`src/rtl/wim_pkg.sv`:
```
package wim_pkg;

    // Burst-length codes as presented on the command port.
    typedef enum logic [1:0] {
        BLEN_NONE = 2'b00,
        BLEN_2    = 2'b01,
        BLEN_4    = 2'b10,
        BLEN_8    = 2'b11
    } blen_code_e;

    // Beats per data clock (one per strobe edge).
    localparam int BEATS_PER_CLK = 2;

    // Number of data clocks a burst occupies; zero for the reserved code.
    function automatic int unsigned clocks_for(input logic [1:0] code);
        int unsigned beats;
        case (blen_code_e'(code))
            BLEN_2:  beats = 2;
            BLEN_4:  beats = 4;
            BLEN_8:  beats = 8;
            default: beats = 0;
        endcase
        return beats / BEATS_PER_CLK;
    endfunction

endpackage

```
`src/rtl/wim_gap_timer.sv`:
```
module wim_gap_timer #(
    parameter int MIN_GAP = 2,
    parameter int TCDLR   = 3
) (
    input  logic clk,
    input  logic rst_n,
    input  logic wr_acc_i,
    input  logic vis_unmasked_i,
    output logic gap_met_o,
    output logic quiet_met_o
);
    localparam int GW = $clog2(MIN_GAP + 1);
    localparam int QW = $clog2(TCDLR + 1);

    typedef struct packed {
        logic [GW-1:0] since_wr;
        logic [QW-1:0] quiet;
    } tmr_t;

    tmr_t d, q;

    always_comb begin
        d = q;
        // clocks since the write command, saturating at the spacing limit
        if (wr_acc_i) begin
            d.since_wr = GW'(1);
        end else if (q.since_wr < GW'(MIN_GAP)) begin
            d.since_wr = q.since_wr + GW'(1);
        end
        // clocks since the last unmasked data clock was shown
        if (vis_unmasked_i) begin
            d.quiet = QW'(1);
        end else if (q.quiet < QW'(TCDLR)) begin
            d.quiet = q.quiet + QW'(1);
        end
    end

    always_ff @(posedge clk) begin
        if (!rst_n) begin
            q.since_wr <= GW'(MIN_GAP);
            q.quiet    <= QW'(TCDLR);
        end else begin
            q <= d;
        end
    end

    assign gap_met_o   = (q.since_wr >= GW'(MIN_GAP));
    assign quiet_met_o = !vis_unmasked_i && (q.quiet >= QW'(TCDLR));

    // the spacing is never met in the cycle right after a write
    a_r4_gap_fresh: assert property (@(posedge clk) disable iff (!rst_n)
        wr_acc_i |=> !gap_met_o);

endmodule

```
`src/rtl/wim_beat_seq.sv`:
```
module wim_beat_seq #(
    parameter int LANES      = 2,
    parameter int MAX_CLOCKS = 4
) (
    input  logic                   clk,
    input  logic                   rst_n,
    input  logic                   wr_acc_i,
    input  logic [$clog2(MAX_CLOCKS+1)-1:0] wr_clocks_i,
    input  logic                   cut_i,
    output logic                   busy_o,
    output logic                   tail_o,
    output logic                   dq_oe_o,
    output logic                   dqs_oe_o,
    output logic [2*LANES-1:0]     dm_o
);
    localparam int CW  = $clog2(MAX_CLOCKS + 1);
    localparam int DMW = 2 * LANES;

    // Mask patterns: all beats of a clock, and only the even (first) beat.
    logic [DMW-1:0] dm_all, dm_even;
    for (genvar b = 0; b < DMW; b++) begin : g_masks
        assign dm_all[b]  = 1'b1;
        assign dm_even[b] = (b < LANES);
    end

    typedef struct packed {
        logic [CW-1:0]  left;
        logic           tail;
        logic           dq_oe;
        logic           dqs_oe;
        logic [DMW-1:0] dm;
    } seq_t;

    seq_t d, q;

    always_comb begin
        d        = q;
        d.dq_oe  = 1'b0;
        d.dqs_oe = 1'b0;
        d.dm     = '0;
        d.tail   = 1'b0;
        if (wr_acc_i) begin
            d.left = wr_clocks_i;
        end else if (q.left != '0) begin
            d.dq_oe  = 1'b1;
            d.dqs_oe = 1'b1;
            if (cut_i) begin
                d.dm   = dm_all;
                d.left = '0;
                d.tail = 1'b1;
            end else begin
                d.left = q.left - CW'(1);
            end
        end else if (q.tail) begin
            d.dm = dm_even;
        end
    end

    always_ff @(posedge clk) begin
        if (!rst_n) begin
            q <= '0;
        end else begin
            q <= d;
        end
    end

    assign busy_o   = (q.left != '0);
    assign tail_o   = q.tail;
    assign dq_oe_o  = q.dq_oe;
    assign dqs_oe_o = q.dqs_oe;
    assign dm_o     = q.dm;

    // the clock aligned with the read is driven and fully masked
    a_r6_cut_masked: assert property (@(posedge clk) disable iff (!rst_n)
        cut_i |=> (dq_oe_o && dqs_oe_o && dm_o == dm_all));

    // the following beat is masked with the drivers off
    a_r7_tail_mask: assert property (@(posedge clk) disable iff (!rst_n)
        cut_i |-> ##2 (dm_o == dm_even && !busy_o));

endmodule

```
`src/rtl/wim_cmd_gate.sv`:
```
module wim_cmd_gate #(
    parameter int MAX_CLOCKS = 4
) (
    input  logic       cfg_intr_en_i,
    input  logic       wr_req_i,
    input  logic [1:0] wr_blen_i,
    input  logic       rd_req_i,
    input  logic       busy_i,
    input  logic       tail_i,
    input  logic       gap_met_i,
    input  logic       quiet_met_i,
    output logic       wr_acc_o,
    output logic [$clog2(MAX_CLOCKS+1)-1:0] wr_clocks_o,
    output logic       rd_ok_o,
    output logic       cut_o
);
    import wim_pkg::*;

    localparam int CW = $clog2(MAX_CLOCKS + 1);

    always_comb begin
        wr_clocks_o = CW'(clocks_for(wr_blen_i));
        wr_acc_o    = wr_req_i && (wr_clocks_o != '0) && !busy_i && !tail_i;
        if (busy_i) begin
            rd_ok_o = cfg_intr_en_i && gap_met_i;
        end else begin
            rd_ok_o = !tail_i && quiet_met_i;
        end
        cut_o = rd_req_i && !wr_req_i && rd_ok_o && busy_i;
    end

endmodule

```
`src/rtl/ddr_wr_intr_mask.sv`:
```
module ddr_wr_intr_mask #(
    parameter int LANES   = 2,
    parameter int MIN_GAP = 2,
    parameter int TCDLR   = 3
) (
    input  logic               clk,
    input  logic               rst_n,
    input  logic               cfg_intr_en,
    input  logic               wr_req,
    input  logic [1:0]         wr_blen,
    input  logic               rd_req,
    output logic               rd_ok,
    output logic               dq_oe,
    output logic               dqs_oe,
    output logic [2*LANES-1:0] dm
);
    localparam int MAX_CLOCKS = 4;
    localparam int CW         = $clog2(MAX_CLOCKS + 1);
    localparam int DMW        = 2 * LANES;

    logic          wr_acc, cut, busy, tail, gap_met, quiet_met, vis_unmasked;
    logic [CW-1:0] wr_clocks;

    assign vis_unmasked = dq_oe && (dm == '0);

    wim_cmd_gate #(.MAX_CLOCKS(MAX_CLOCKS)) u_gate (
        .cfg_intr_en_i (cfg_intr_en),
        .wr_req_i      (wr_req),
        .wr_blen_i     (wr_blen),
        .rd_req_i      (rd_req),
        .busy_i        (busy),
        .tail_i        (tail),
        .gap_met_i     (gap_met),
        .quiet_met_i   (quiet_met),
        .wr_acc_o      (wr_acc),
        .wr_clocks_o   (wr_clocks),
        .rd_ok_o       (rd_ok),
        .cut_o         (cut)
    );

    wim_gap_timer #(.MIN_GAP(MIN_GAP), .TCDLR(TCDLR)) u_timer (
        .clk            (clk),
        .rst_n          (rst_n),
        .wr_acc_i       (wr_acc),
        .vis_unmasked_i (vis_unmasked),
        .gap_met_o      (gap_met),
        .quiet_met_o    (quiet_met)
    );

    wim_beat_seq #(.LANES(LANES), .MAX_CLOCKS(MAX_CLOCKS)) u_seq (
        .clk         (clk),
        .rst_n       (rst_n),
        .wr_acc_i    (wr_acc),
        .wr_clocks_i (wr_clocks),
        .cut_i       (cut),
        .busy_o      (busy),
        .tail_o      (tail),
        .dq_oe_o     (dq_oe),
        .dqs_oe_o    (dqs_oe),
        .dm_o        (dm)
    );

    // nothing of a new burst shows in the cycle after its command
    a_r2_first_gap: assert property (@(posedge clk) disable iff (!rst_n)
        wr_acc |=> !dq_oe);

    // reads are not legal one clock after an accepted write
    a_r4_no_early_read: assert property (@(posedge clk) disable iff (!rst_n)
        wr_acc |=> !rd_ok);

    // bus released one clock before read data returns
    a_r8_bus_release: assert property (@(posedge clk) disable iff (!rst_n)
        cut |-> ##2 (!dq_oe && !dqs_oe));

    // no full mask unless interrupt support was on when the read came
    a_r10_no_cut_when_off: assert property (@(posedge clk) disable iff (!rst_n)
        !$past(cfg_intr_en) |-> (dm != {DMW{1'b1}}));

    // no read right after the last unmasked data clock of a finished burst
    if (TCDLR > 1) begin : g_r9
        a_r9_recovery: assert property (@(posedge clk) disable iff (!rst_n)
            ($past(dq_oe) && $past(dm) == '0 && !busy) |-> !rd_ok);
    end

endmodule

```
`config.mk`:
```
export PLATFORM = sky130hd
export DESIGN_NAME = ddr_wr_intr_mask
export DESIGN_NICKNAME = d
export VERILOG_FILES = /design/src/rtl/wim_pkg.sv /design/src/rtl/wim_gap_timer.sv /design/src/rtl/wim_beat_seq.sv /design/src/rtl/wim_cmd_gate.sv /design/src/rtl/ddr_wr_intr_mask.sv
export SDC_FILE = /design/constraint.sdc
export NUM_CORES = 1
export LEC_CHECK = 0
export ABC_AREA = 0
export BUFFER_PORTS_ARGS = -buffer_cell sky130_fd_sc_hd__buf_2
export CAP_MARGIN = 15
export CELL_PAD_IN_SITES_DETAIL_PLACEMENT = 0
export CELL_PAD_IN_SITES_GLOBAL_PLACEMENT = 1
export CORE_MARGIN = 2
export CORE_UTILIZATION = 39
export DETAILED_ROUTE_END_ITERATION = 16
export GPL_ROUTABILITY_DRIVEN = 0
export MAX_ROUTING_LAYER = met4
export PLACE_DENSITY = 0.86
export REMOVE_ABC_BUFFERS = 1
export SYNTH_ARGS = -nofsm -noshare
export SYNTH_HDL_FRONTEND = slang
export SYNTH_SLANG_ARGS = --single-unit
export TNS_END_PERCENT = 30
```
`constraint.sdc`:
```
create_clock -name clk -period 2.85 [get_ports clk]
set_input_delay 0.57 -clock clk [delete_from_list [all_inputs] [get_ports clk]]
set_output_delay 0.57 -clock clk [all_outputs]
set_load 0.01 [all_outputs]
```
[After elaboration in Yosys (flattened, before gate mapping)]
Index checks and enable logic that the tools add are counted.
Operators by class
  shift-type cells: 0
  equality and inequality tests: 3
  order comparisons: 4
  add/subtract/negate cells: 3
  div/mod/pow operators: 0
  reduce and logical (&&, ||, !) cells: 23
  multipliers: 0
  muxes and demuxes: 13
  bitwise logic cells: 2
Operator list (number)
  $pmux 4 s3: 1
  $logic_and 1x1->1: 10
  $mux 2: 5
  $mux 4: 2
  $mux 3: 2
  $mux 6: 1
  $reduce_bool 2->1: 3
  $reduce_bool 3->1: 2
  $add 2x1->2 const B: 2
  $eq 2x2->1 const B: 2
  $ge 2x2->1 const B: 2
  $logic_not 1->1: 4
  $logic_not 4->1: 1
  $lt 2x2->1 const B: 2
  $reduce_or 2->1: 2
  $reduce_or 3->1: 1
  $sub 3x1->3 const B: 1
  $eq 2x1->1 const B: 1
  $mux 1: 2
  $not 1->1: 2
Storage, ports and cells
  logic and storage cells: 56
  flip-flop bits (word level): 14
  RAM bits: 0
  memories kept: 0
  latch bits: 0
  input bits: 7
  output and inout bits: 7
  bits in read-only memories: 0

[Longest topological paths before layout]
Gate-level depths: netlist of the first run.
  word-level depth: 11
  mapped depth: 6
  gate-level depth less buffers: 6

[Modules after synthesis]
A second synthesis of the first run with hierarchy kept.
Second synthesis, totals
  cells, all modules: 66
  area total of the unflattened synthesis: 603.1 um^2
By module, submodules not included
  wim_beat_seq: area each 321.6 um^2, cells an instance 36, instances 1
  wim_gap_timer: area each 192.7 um^2, cells an instance 18, instances 1
  wim_cmd_gate: area each 70.1 um^2, cells an instance 10, instances 1
  ddr_wr_intr_mask: area each 18.8 um^2, cells an instance 2, instances 1

[Least setup slack after synthesis of the first run]
Ideal clock, no wire load.
  kind: reg-to-output
  from: register u_seq.q[7] in the netlist's numbering
  to: output rd_ok
  cell stages (with the launch flop): 5
  buffers on the path: 0
  setup slack: 1.211 ns
  arrival: 1.069 ns
  data required time: 2.280 ns
  cell sequence: dfxtp_1 > inv_1 > ha_1 > ha_1 > o21ai_0
On the way
  longest elaborated chain between the ends: 2
Ends and longest elaborated chain
  from (decl): RTL line wim_beat_seq.sv:34  | seq_t d, q;
  from (signal assigned): RTL line wim_beat_seq.sv:61  | q <= '0;
  from (signal assigned): RTL line wim_beat_seq.sv:63  | q <= d;
  $reduce_bool 3->1: RTL line wim_beat_seq.sv:67  | assign busy_o = (q.left != '0);
  $mux 1: RTL line wim_cmd_gate.sv:24  | if (busy_i) begin
  to (decl): RTL line ddr_wr_intr_mask.sv:12  | output logic rd_ok,
Every way passes these cells.

[Worst setup path in the final report of the first run]
Ends and elaborated chain as after synthesis.

==> out/metrics.csv, run 1 <==
stage;metric;value;unit
global_route;initial antenna violation count;0;
die;Total Die Area;1720;um^2
global_route;first-pass GRT wire length;1.57;mm
placed_design;Placed Cells;82;
yosys;post-synthesis register bit count;10;
drt;initial drt markers;4;
timing;relative max-transition margin;0.835;
die;Initial Utilization;0.422;
clock_tree;worst skew pair latency;260;ps
die;DIE HEIGHT;41.5;um
final_layout;# diodes;0;
clock_tree;Clk pin slew, worst setup/hold paths;60;ps
placed_design;worst slack, placed;1160;ps
die;Core Footprint;1300;um^2
hold_path;Hold WC Path Type;flip-flop to flip-flop;
yosys;Post-Syn Area;549;um^2
power_and_ir_drop;Int Pwr;0.359;mW
drt;Routed Antenna Nets;0;
timing;Fin Clk Skew;1.39;ps
global_route;Tot GR Track Use;0.118;
power_and_ir_drop;Sw Share;0.368;
yosys;Syn Area/Cell;9.15;um^2
placed_design;PortBufs;13;
drt;vias per cell;4.93;
placed_design;detailed placer's ending HPWL;735;um
power_and_ir_drop;Sequential Power Share;0.374;
final_layout;Non-Filler Instances;85;
setup_path;Arrival @ worst endpoint;1410;ps
job;max-cap viol count;0;
drt;vias;419;
global_route;vias in the first global route;396;
timing;fmax;0.505;GHz
timing;setup TNS;0;ps
timing;Final min period;1980;ps
clock_tree;clk sinks;10;
setup_path;critical path type;flip-flop to primary output;
clock_tree;root buffer cell;clkbuf_4;
timing;crit share post-route;0.694;
setup_path;startpoint types;flip-flop;
power_and_ir_drop;P_sw;0.209;mW
die;die width;41.5;um
timing;actual slew at the worst max-slew pin;248;ps
clock_tree;# H-tree levels;1;
setup_path;WP data required;2280;ps
timing;setup violators final;0;
drt;DRC;0;
timing;worst setup margin;872;ps
yosys;Unique masters post-synth;26;
drt;drt pass-1 iters;4;
power_and_ir_drop;Power Density;926;nW/um^2
final_layout;Nets;83;
drt;DR WL/cell;10.5;um
run_status;status;finished, final reports clean;
clock_tree;clk buf depth;2;
setup_path;CP endpoint kind;primary output;
clock_tree;CTS tree;done;
power_and_ir_drop;Max IR drop VDD;0.413;mV
yosys;Syn Inst Count;60;
power_and_ir_drop;Combinational Power Share;0.460;
clock_tree;CTS resizes;0;
yosys;sequential-to-total area share from yosys stat;0.364;
clock_tree;Post-CTS Setup Bufs;0;
power_and_ir_drop;Leak;0.287;nW
setup_path;crit path max fanout;6;
final_layout;synthesis-to-layout area growth;11.6;%
setup_path;R2R Setup Slk;1540;ps
die;I/O pin cnt;14;
final_layout;fin area;613;um^2
final_layout;commonest cells after routing, fill and taps aside;buf_2 (13), dfxtp_1 (10), inv_1 (5);
power_and_ir_drop;Clock power frac;0.166;
final_layout;layout cell share with drive strength beyond 1;0.300;
drt;Post-Route WL;891;um
final_layout;commonest non-fill, non-tap cell in the layout;buf_2;
die;row count;13;
timing;Hold Fails Final Rpt;0;
hold_path;Worst Hold Depth;2;
clock_tree;Hold-fix buffers, CTS;0;
yosys;Ys Warns;0;
global_route;grt total ovfl;0;
setup_path;worst reg2reg path depth;6;
clock_tree;CTS buffer count;3;
timing;RSZ-0062 raised after global routing;false;
global_route;largest net degree at the start of global routing;10;
timing;Slew Viols, Final;0;
placed_design;dpl cell area;591;um^2
## synthesized netlist by cell type
cell type	instances	area share
a21oi_1	1	0.0091
and2b_2	1	0.016
o21ai_1	3	0.027
nand4b_1	1	0.016
nand3_1	1	0.0091
nand2b_1	2	0.023
o21ai_2	1	0.016
buf_4	5	0.068
nor2b_4	1	0.025
ha_1	4	0.091
nor3b_4	1	0.034
o32ai_1	1	0.016
a22oi_1	1	0.014
inv_1	5	0.034
and2_4	1	0.016
dfxtp_1	10	0.36
o22ai_1	2	0.023
nand2_1	4	0.027
o21ai_0	2	0.018
clkbuf_2	1	0.0091
nor2b_1	2	0.023
xnor2_1	2	0.032
nor2_1	4	0.027
o21a_1	1	0.014
mux2i_1	2	0.036
and2_1	1	0.011
## per-layer routing
layer  track usage  vias to the layer above  part of all wire
met5             -                        -                 0
met1         0.142                      185              0.47
met4        0.0581                        0             0.024
met2         0.184                       13              0.45
met3        0.0261                        3             0.051
li1              -                      218                 -
## sequential cells by signal, indices dropped and copies added (netlist names)
name and count:
u_timer.q 4, u_seq.dqs_oe_o 1, u_seq.q 3, u_seq.dm_o 2
## kinds of logic (layout without fill, tap and decap cells)
group | count (synthesis) | in the layout | share of synthesized area
buffers and inverters | 11 | 21 | 0.112
adder cells (fa/ha/maj) | 4 | 4 | 0.0911
AO/OA/AOI/OAI | 12 | 12 | 0.137
AND/OR/NAND/NOR | 19 | 19 | 0.228
multiplexers | 2 | 2 | 0.0364
XOR/XNOR | 2 | 2 | 0.0319
flip-flops | 10 | 10 | 0.364
## power groups by stage
stage / registers, mW / clock network (mW) / logic [mW]
4_1_cts: 0.213 / 0.0962 / 0.266
3_5_place_dp: 0.216 / 0 / 0.263
3_3_place_gp: 0.214 / 0 / 0.260
2_1_floorplan: 0.221 / 0 / 0.187
5_1_grt: 0.219 / 0.105 / 0.299
6_report: 0.212 / 0.0944 / 0.261
## worst paths after layout
path	endpoint	start
max reg2reg	u_timer.q[2]	u_seq.q[7]
max	rd_ok	u_seq.q[7]
min	u_seq.q[8]	u_seq.q[8]
min reg2reg	u_seq.q[8]	u_seq.q[8]
## worst max-delay path: stages (launching register included)
cell	delay, ps
dfxtp_1	330
inv_1	60
ha_1	190
ha_1	240
nand4b_1	100
o21ai_0	80
buf_2	150
## final cells by class
class                           instances  area [um^2]
Fill cell                             139          688
Multi-Input combinational cell         39          288
Sequential cell                        10          200
Timing Repair Buffer                   13         65.1
Clock buffer                            3         22.5
Inverter                                5         18.8
Tap cell                               15         18.8
## stage by stage
| step | util | power (mW) | hold slack (ps) |
|---|---|---|---|
| final | 0.471 | 0.568 | 529 |
| after global routing | 0.471 | 0.623 | 541 |
| after CTS | 0.471 | 0.575 | 536 |
| after detailed placement | 0.454 | 0.479 | 523 |
| after global placement | 0.454 | 0.474 | 518 |
| after floorplan | - | 0.408 | 488 |
Power figures use the tool's default switching activity.
==> inputs of run 2 (changes only) <==
- ABC_AREA: 0 -> 1
- CORE_UTILIZATION: 39 -> 31
- PLACE_DENSITY: 0.86 -> 0.77
- clock period: 2.85 -> 1.8 ns (I/O delays scaled with it)
==> out/metrics.csv, run 2 <==
stage;metric;value;unit;change
setup_path;CP max stage delay;350;ps;+20 ps
yosys;sequential-to-total area share from yosys stat;0.349;;-0.0159
drt;Post-Route WL;1.07;mm;+20%
final_layout;Largest Register;u_timer.q;;
yosys;top cells by instance count after synthesis;inv_1 (16), nand2_1 (12), dfxtp_1 (10);;
setup_path;Slowest cell on crit path;dfxtp_1;;
final_layout;Final Util;0.393;;-0.0777
timing;Slew Viols, Final;0;;unchanged
global_route;grt total ovfl;0;;unchanged
die;Initial Utilization;0.333;;-0.0895
final_layout;commonest cells after routing, fill and taps aside;inv_1 (16), buf_2 (13), nand2_1 (12);;
yosys;post-synthesis async set-or-reset flop share;0;;unchanged
timing;setup violators final;0;;unchanged
die;Total Die Area;2210;um^2;+28%
clock_tree;Post-CTS Setup Bufs;0;;unchanged
clock_tree;CTS tree;done;;
yosys;Syn Area/Cell;7.09;um^2;-23%
final_layout;commonest non-fill, non-tap cell in the layout;inv_1;;
placed_design;detailed placer's ending HPWL;817;um;+11%
yosys;Syn Inst Count;81;;+35%
clock_tree;# H-tree levels;1;;unchanged
global_route;first-pass GRT wire length;1.68;mm;+7.0%
clock_tree;CTS buffer count;3;;unchanged
clock_tree;clk buf depth;2;;unchanged
clock_tree;Clk pin slew, worst setup/hold paths;70;ps;about the same
clock_tree;root buffer cell;clkbuf_4;;
setup_path;startpoint types;flip-flop;;
setup_path;CP endpoint kind;primary output;;
yosys;Post-synth EDFFs;0;;unchanged
setup_path;crit path max fanout;3;;-3
global_route;vias in the first global route;410;;+3.5%
die;row count;15;;+2
global_route;initial antenna violation count;0;;unchanged
yosys;Unique masters post-synth;17;;-35%
die;I/O pin cnt;14;;unchanged
timing;RSZ-0062 raised after global routing;false;;
drt;vias per cell;4.23;;-14%
timing;Hold Fails Final Rpt;0;;unchanged
yosys;post-synth top area cell;dfxtp_1;;
setup_path;Critical Path, Cell by Cell;ha_1 > nand2_2 > or2_1 > a21oi_2 > buf_2;;
yosys;Top FF cell, synth;dfxtp_1;;
timing;Final min period;1690;ps;
timing;actual slew at the worst max-slew pin;232;ps;-16.0 ps
placed_design;PortBufs;13;;unchanged
timing;fmax;0.590;GHz;
timing;Fin Clk Skew;3.77;ps;+2.38 ps
timing;crit share post-route;0.942;;
final_layout;Filler cells;199;;+43%
drt;drt pass-1 iters;4;;unchanged
global_route;Tot GR Track Use;0.115;;-0.00263
drt;DR WL/cell;9.09;um;-13%
final_layout;Nets;105;;+27%
global_route;largest net degree at the start of global routing;9;;-1
die;Core Footprint;1730;um^2;+33%
final_layout;# diodes;0;;unchanged
setup_path;Arrival @ worst endpoint;1330;ps;-80 ps
yosys;Post-Syn Area;574;um^2;+4.6%
power_and_ir_drop;Leak;0.350;nW;+22%
timing;setup TNS;0;ps;unchanged
die;DIE HEIGHT;47.0;um;+13%
yosys;share of the synthesized area in the top cell type;0.349;;-0.0159
job;max-cap viol count;0;;unchanged
setup_path;WP data required;1440;ps;-840 ps
clock_tree;clk sinks;10;;unchanged
yosys;post-synthesis register bit count;10;;unchanged
yosys;Ys Warns;0;;unchanged
power_and_ir_drop;Power Density;1720;nW/um^2;+86%
hold_path;Hold WC Path Type;input pin to flip-flop;;
timing;relative max-transition margin;0.845;;+0.0104
setup_path;critical path type;flip-flop to primary output;;
clock_tree;worst skew pair latency;270;ps;about the same
drt;Routed Antenna Nets;0;;unchanged
drt;initial drt markers;3;;-1
final_layout;layout cell share with drive strength beyond 1;0.290;;-0.00968
power_and_ir_drop;Max IR drop VDD;0.654;mV;+58%
final_layout;synthesis-to-layout area growth;18.3;%;
drt;DRC;0;;unchanged
die;die width;47.0;um;+13%
yosys;count leader, synth;inv_1;;
final_layout;max reg flops;4;;unchanged
yosys;synth top area cells;dfxtp_1 (35%), inv_1 (10%), ha_1 (8.7%);;
drt;vias;499;;+19%
run_status;status;finished, final reports clean;;
==> run 2: cell types whose count changed after synthesis, sizes merged, moves of 5 or more <==
cell and delta:
inv +11, nand2 +10, nand3 +5, a21oi +6, nor2 +6
==> run 2: kinds of logic after synthesis <==
| kind of cell | Yosys count | synth area share |
|---|---|---|
| adders and majority gates | 4 | 0.0871 |
| AOI/OAI and AO/OA | 9 | 0.0850 |
| buffers and inverters | 22 | 0.179 |
| DFF | 10 | 0.349 |
| xor gates and xnor gates | 1 | 0.0153 |
| and+or+nand+nor | 35 | 0.285 |
==> run 2: worst paths after layout <==
kind                            slack [ps]  depth (start not counted)          from           end
worst max-delay path                   110                          5  u_timer.q[0]         rd_ok
worst min-delay path                   300                          2         rst_n  u_timer.q[3]
worst max register to register         280                         10    u_seq.q[7]    u_seq.q[7]
worst min register to register         480                          2  u_timer.q[1]  u_timer.q[1]
==> run 2: critical path, delay by kind of cell, from the launching register on <==
| family | cells | cell delay [ps] |
|---|---|---|
| AO/OA/AOI/OAI | 1 | 120 |
| buffers and inverters | 1 | 130 |
| flip-flops | 1 | 350 |
| adder cells (fa/ha/maj) | 1 | 190 |
| AND/OR/NAND/NOR | 2 | 280 |
==> run 2: stage by stage <==
stage	hold WS (ps)	cells	power [mW]	worst slack, ps	cell area (um^2)
2_1_floorplan	429	75	0.791	301	532
3_3_place_gp	446	114	0.951	333	636
3_5_place_dp	460	114	0.952	293	636
4_1_cts	292	118	1.17	7.02	672
5_1_grt	304	118	1.30	20.4	679
6_report	303	118	1.17	105	679
==> run 2: power breakdown <==
group	switching, mW	leakage, nW	internal, mW	total (mW)
sequential	0.0503	0.0834	0.301	0.351
combinational	0.352	0.246	0.263	0.615
clock	0.0818	0.0210	0.123	0.205
==> run 2: cell type report <==
type | count | area (um^2) | area share
timing repair buffer | 14 | 72.6 | 0.107
multi-input combinational | 49 | 277 | 0.407
tap | 25 | 31.3 | 0.0460
clock buffer | 4 | 36.3 | 0.0534
sequential | 10 | 203 | 0.298
inverter | 16 | 60.1 | 0.0884
==> run 2: what timing repair did <==
| item | 4_1_cts | 5_1_grt |
|---|---|---|
| gates resized for setup | 0 | 4 |
| hold buffers | 0 | 0 |
| endpoints found under the setup margin | 0 | 1 |
| endpoints found under the hold margin | 0 | 0 |
==> run 2: routing by layer <==
layer  track usage  vias up  wire length, um
met5             -        -                0
met1         0.142      211              541
met3        0.0577        2               30
met4        0.0500        0               19
met2         0.156        9              482
li1              -      277                -
==> inputs of run 3 (changes only) <==
- CORE_UTILIZATION: 31 -> 37
- CTS_CLUSTER_DIAMETER: default -> 200
- PLACE_DENSITY: 0.77 -> 0.85
- clock period: 1.8 -> 2.1 ns (I/O delays scaled with it)
==> out/metrics.csv, run 3 (synthesis gave the netlist of run 2 again) <==
stage;metric;value;unit;change
final_layout;commonest non-fill, non-tap cell in the layout;inv_1;;
die;DIE HEIGHT;43.4;um;-7.7%
die;Core Footprint;1470;um^2;-15%
setup_path;CP endpoint kind;primary output;;
final_layout;Non-Filler Instances;108;;-8.5%
setup_path;startpoint types;flip-flop;;
timing;worst setup margin;141;ps;+36.0 ps
setup_path;WP data required;1680;ps;+240 ps
placed_design;PortBufs;13;;unchanged
clock_tree;CTS buffer count;3;;unchanged
global_route;met3 GRT Util;0.0250;;-0.0327
die;Initial Utilization;0.390;;+0.0577
global_route;vias in the first global route;411;;+0.24%
clock_tree;CTS tree;done;;
final_layout;synthesis-to-layout area growth;13.7;%;
clock_tree;CTS resizes;0;;unchanged
global_route;busiest grt layer;met1;;
die;Total Die Area;1880;um^2;-15%
die;row count;14;;-1
drt;Routed Antenna Nets;0;;unchanged
timing;setup TNS;0;ps;unchanged
drt;vias per cell;4.48;;+6.0%
hold_path;Hold WC Path Type;input pin to flip-flop;;
setup_path;Arrival @ worst endpoint;1540;ps;+210 ps
setup_path;crit path max fanout;11;;+8
timing;relative max-transition margin;0.744;;-0.101
setup_path;RR Startpoint;u_seq.q[7];;
drt;drt pass-1 iters;4;;unchanged
clock_tree;clk sinks;10;;unchanged
power_and_ir_drop;Sw Share;0.416;;+0.00282
setup_path;worst reg2reg path depth;10;;unchanged
hold_path;Worst Hold Depth;2;;unchanged
final_layout;Nets;104;;-0.95%
clock_tree;clk buf depth;2;;unchanged
placed_design;detailed placer's ending HPWL;763;um;-6.5%
final_layout;Filler cells;159;;-20%
timing;Hold Fails Final Rpt;0;;unchanged
hold_path;min-delay src;rst_n;;
clock_tree;worst skew pair latency;270;ps;about the same
final_layout;# diodes;0;;unchanged
job;max-cap viol count;0;;unchanged
power_and_ir_drop;Combinational Power Share;0.505;;-0.020
timing;crit share post-route;0.933;;
clock_tree;# H-tree levels;1;;unchanged
clock_tree;Post-CTS Setup Bufs;0;;unchanged
drt;DR WL/cell;9.33;um;+2.6%
placed_design;Placed Cells;104;;-8.8%
timing;Fin Clk Skew;2.82;ps;-0.951 ps
drt;DRC;0;;unchanged
power_and_ir_drop;Power Density;1470;nW/um^2;-15%
global_route;first-pass GRT wire length;1.74;mm;+3.7%
global_route;met1 Use GR;0.179;;+0.0370
final_layout;commonest cells after routing, fill and taps aside;inv_1 (16), buf_2 (13), nand2_1 (12);;
global_route;met2 Resource Use GR;0.161;;+0.00503
global_route;Tot GR Track Use;0.131;;+0.0156
timing;actual slew at the worst max-slew pin;384;ps;+152 ps
global_route;grt total ovfl;0;;unchanged
clock_tree;root buffer cell;clkbuf_4;;
setup_path;R2R Setup Slk;380;ps;+100 ps
placed_design;worst slack, placed;383;ps;+89.6 ps
global_route;largest net degree at the start of global routing;12;;+3
drt;initial drt markers;3;;unchanged
power_and_ir_drop;Clock power frac;0.185;;+0.010
final_layout;Largest Register;u_timer.q;;
power_and_ir_drop;P_sw;0.399;mW;-18%
timing;Final min period;1960;ps;
drt;Post-Route WL;1.01;mm;-6.1%
die;I/O pin cnt;14;;unchanged
final_layout;max reg flops;4;;unchanged
power_and_ir_drop;Leak;0.346;nW;-1.2%
run_status;status;finished, final reports clean;;
hold_path;Hold EP;u_timer.q[3];;
final_layout;register area;200;um^2;-1.2%
timing;RSZ-0062 raised after global routing;false;;
clock_tree;Hold-fix buffers, CTS;0;;unchanged
timing;Slew Viols, Final;0;;unchanged
setup_path;r2r endpoint;u_seq.q[9];;
power_and_ir_drop;Max IR drop VDD;0.520;mV;-21%
power_and_ir_drop;Sequential Power Share;0.310;;+0.010
timing;fmax;0.511;GHz;
final_layout;multi-input logic area;272;um^2;-1.8%
final_layout;layout cell share with drive strength beyond 1;0.239;;-0.0512
setup_path;critical path type;flip-flop to primary output;;
drt;vias;484;;-3.0%
power_and_ir_drop;post-route total power;0.959;mW;-18%
timing;setup violators final;0;;unchanged
clock_tree;Clk pin slew, worst setup/hold paths;70;ps;about the same
die;die width;43.4;um;-7.7%
power_and_ir_drop;Int Pwr;0.560;mW;-19%
global_route;initial antenna violation count;0;;unchanged
-- run 3: worst max-delay path by stage --
stage | to | startpoint | cells past startpoint
final | rd_ok | u_seq.q[7] | 6
after global routing | rd_ok | u_seq.q[7] | 6
after CTS | rd_ok | u_seq.q[7] | 6
after detailed placement | u_seq.q[9] | u_seq.q[7] | 10
after global placement | u_seq.q[9] | u_seq.q[7] | 10
after floorplan | u_seq.q[7] | u_seq.q[7] | 10
-- run 3: metrics by stage --
step	hold slack (ps)	instance area, um^2	utilization
finish	349	653	0.444
global route	357	653	0.444
CTS	346	653	0.444
detailed placement	463	617	0.419
global placement	454	617	0.419
floorplan	433	532	-
-- run 3: critical path, stage by stage (launching register included) --
cell,delay (ps)
dfxtp_1,350
inv_1,50
ha_1,190
ha_1,310
nor2_1,170
a21oi_2,40
buf_2,150
-- run 3: metal layers --
metal | part of all wire | wire [um] | vias up
met4 | 0.036 | 36 | 0
met1 | 0.56 | 563 | 192
met3 | 0.063 | 64 | 5
li1 | - | - | 271
met5 | 0 | 0 | -
met2 | 0.34 | 343 | 16
-- run 3: area by class of cell --
type,instances,area share
clock buffer,4,0.0556
tap,16,0.0307
multi-input combinational,49,0.416
timing repair buffer,13,0.0996
inverter,16,0.0920
sequential,10,0.307
-- run 3: power groups by stage --
stage	Combinational [mW]	Sequential [mW]	Clock, mW
final	0.484	0.297	0.178
after global routing	0.567	0.305	0.193
after CTS	0.490	0.298	0.182
after detailed placement	0.486	0.302	0
after global placement	0.483	0.300	0
after floorplan	0.374	0.304	0
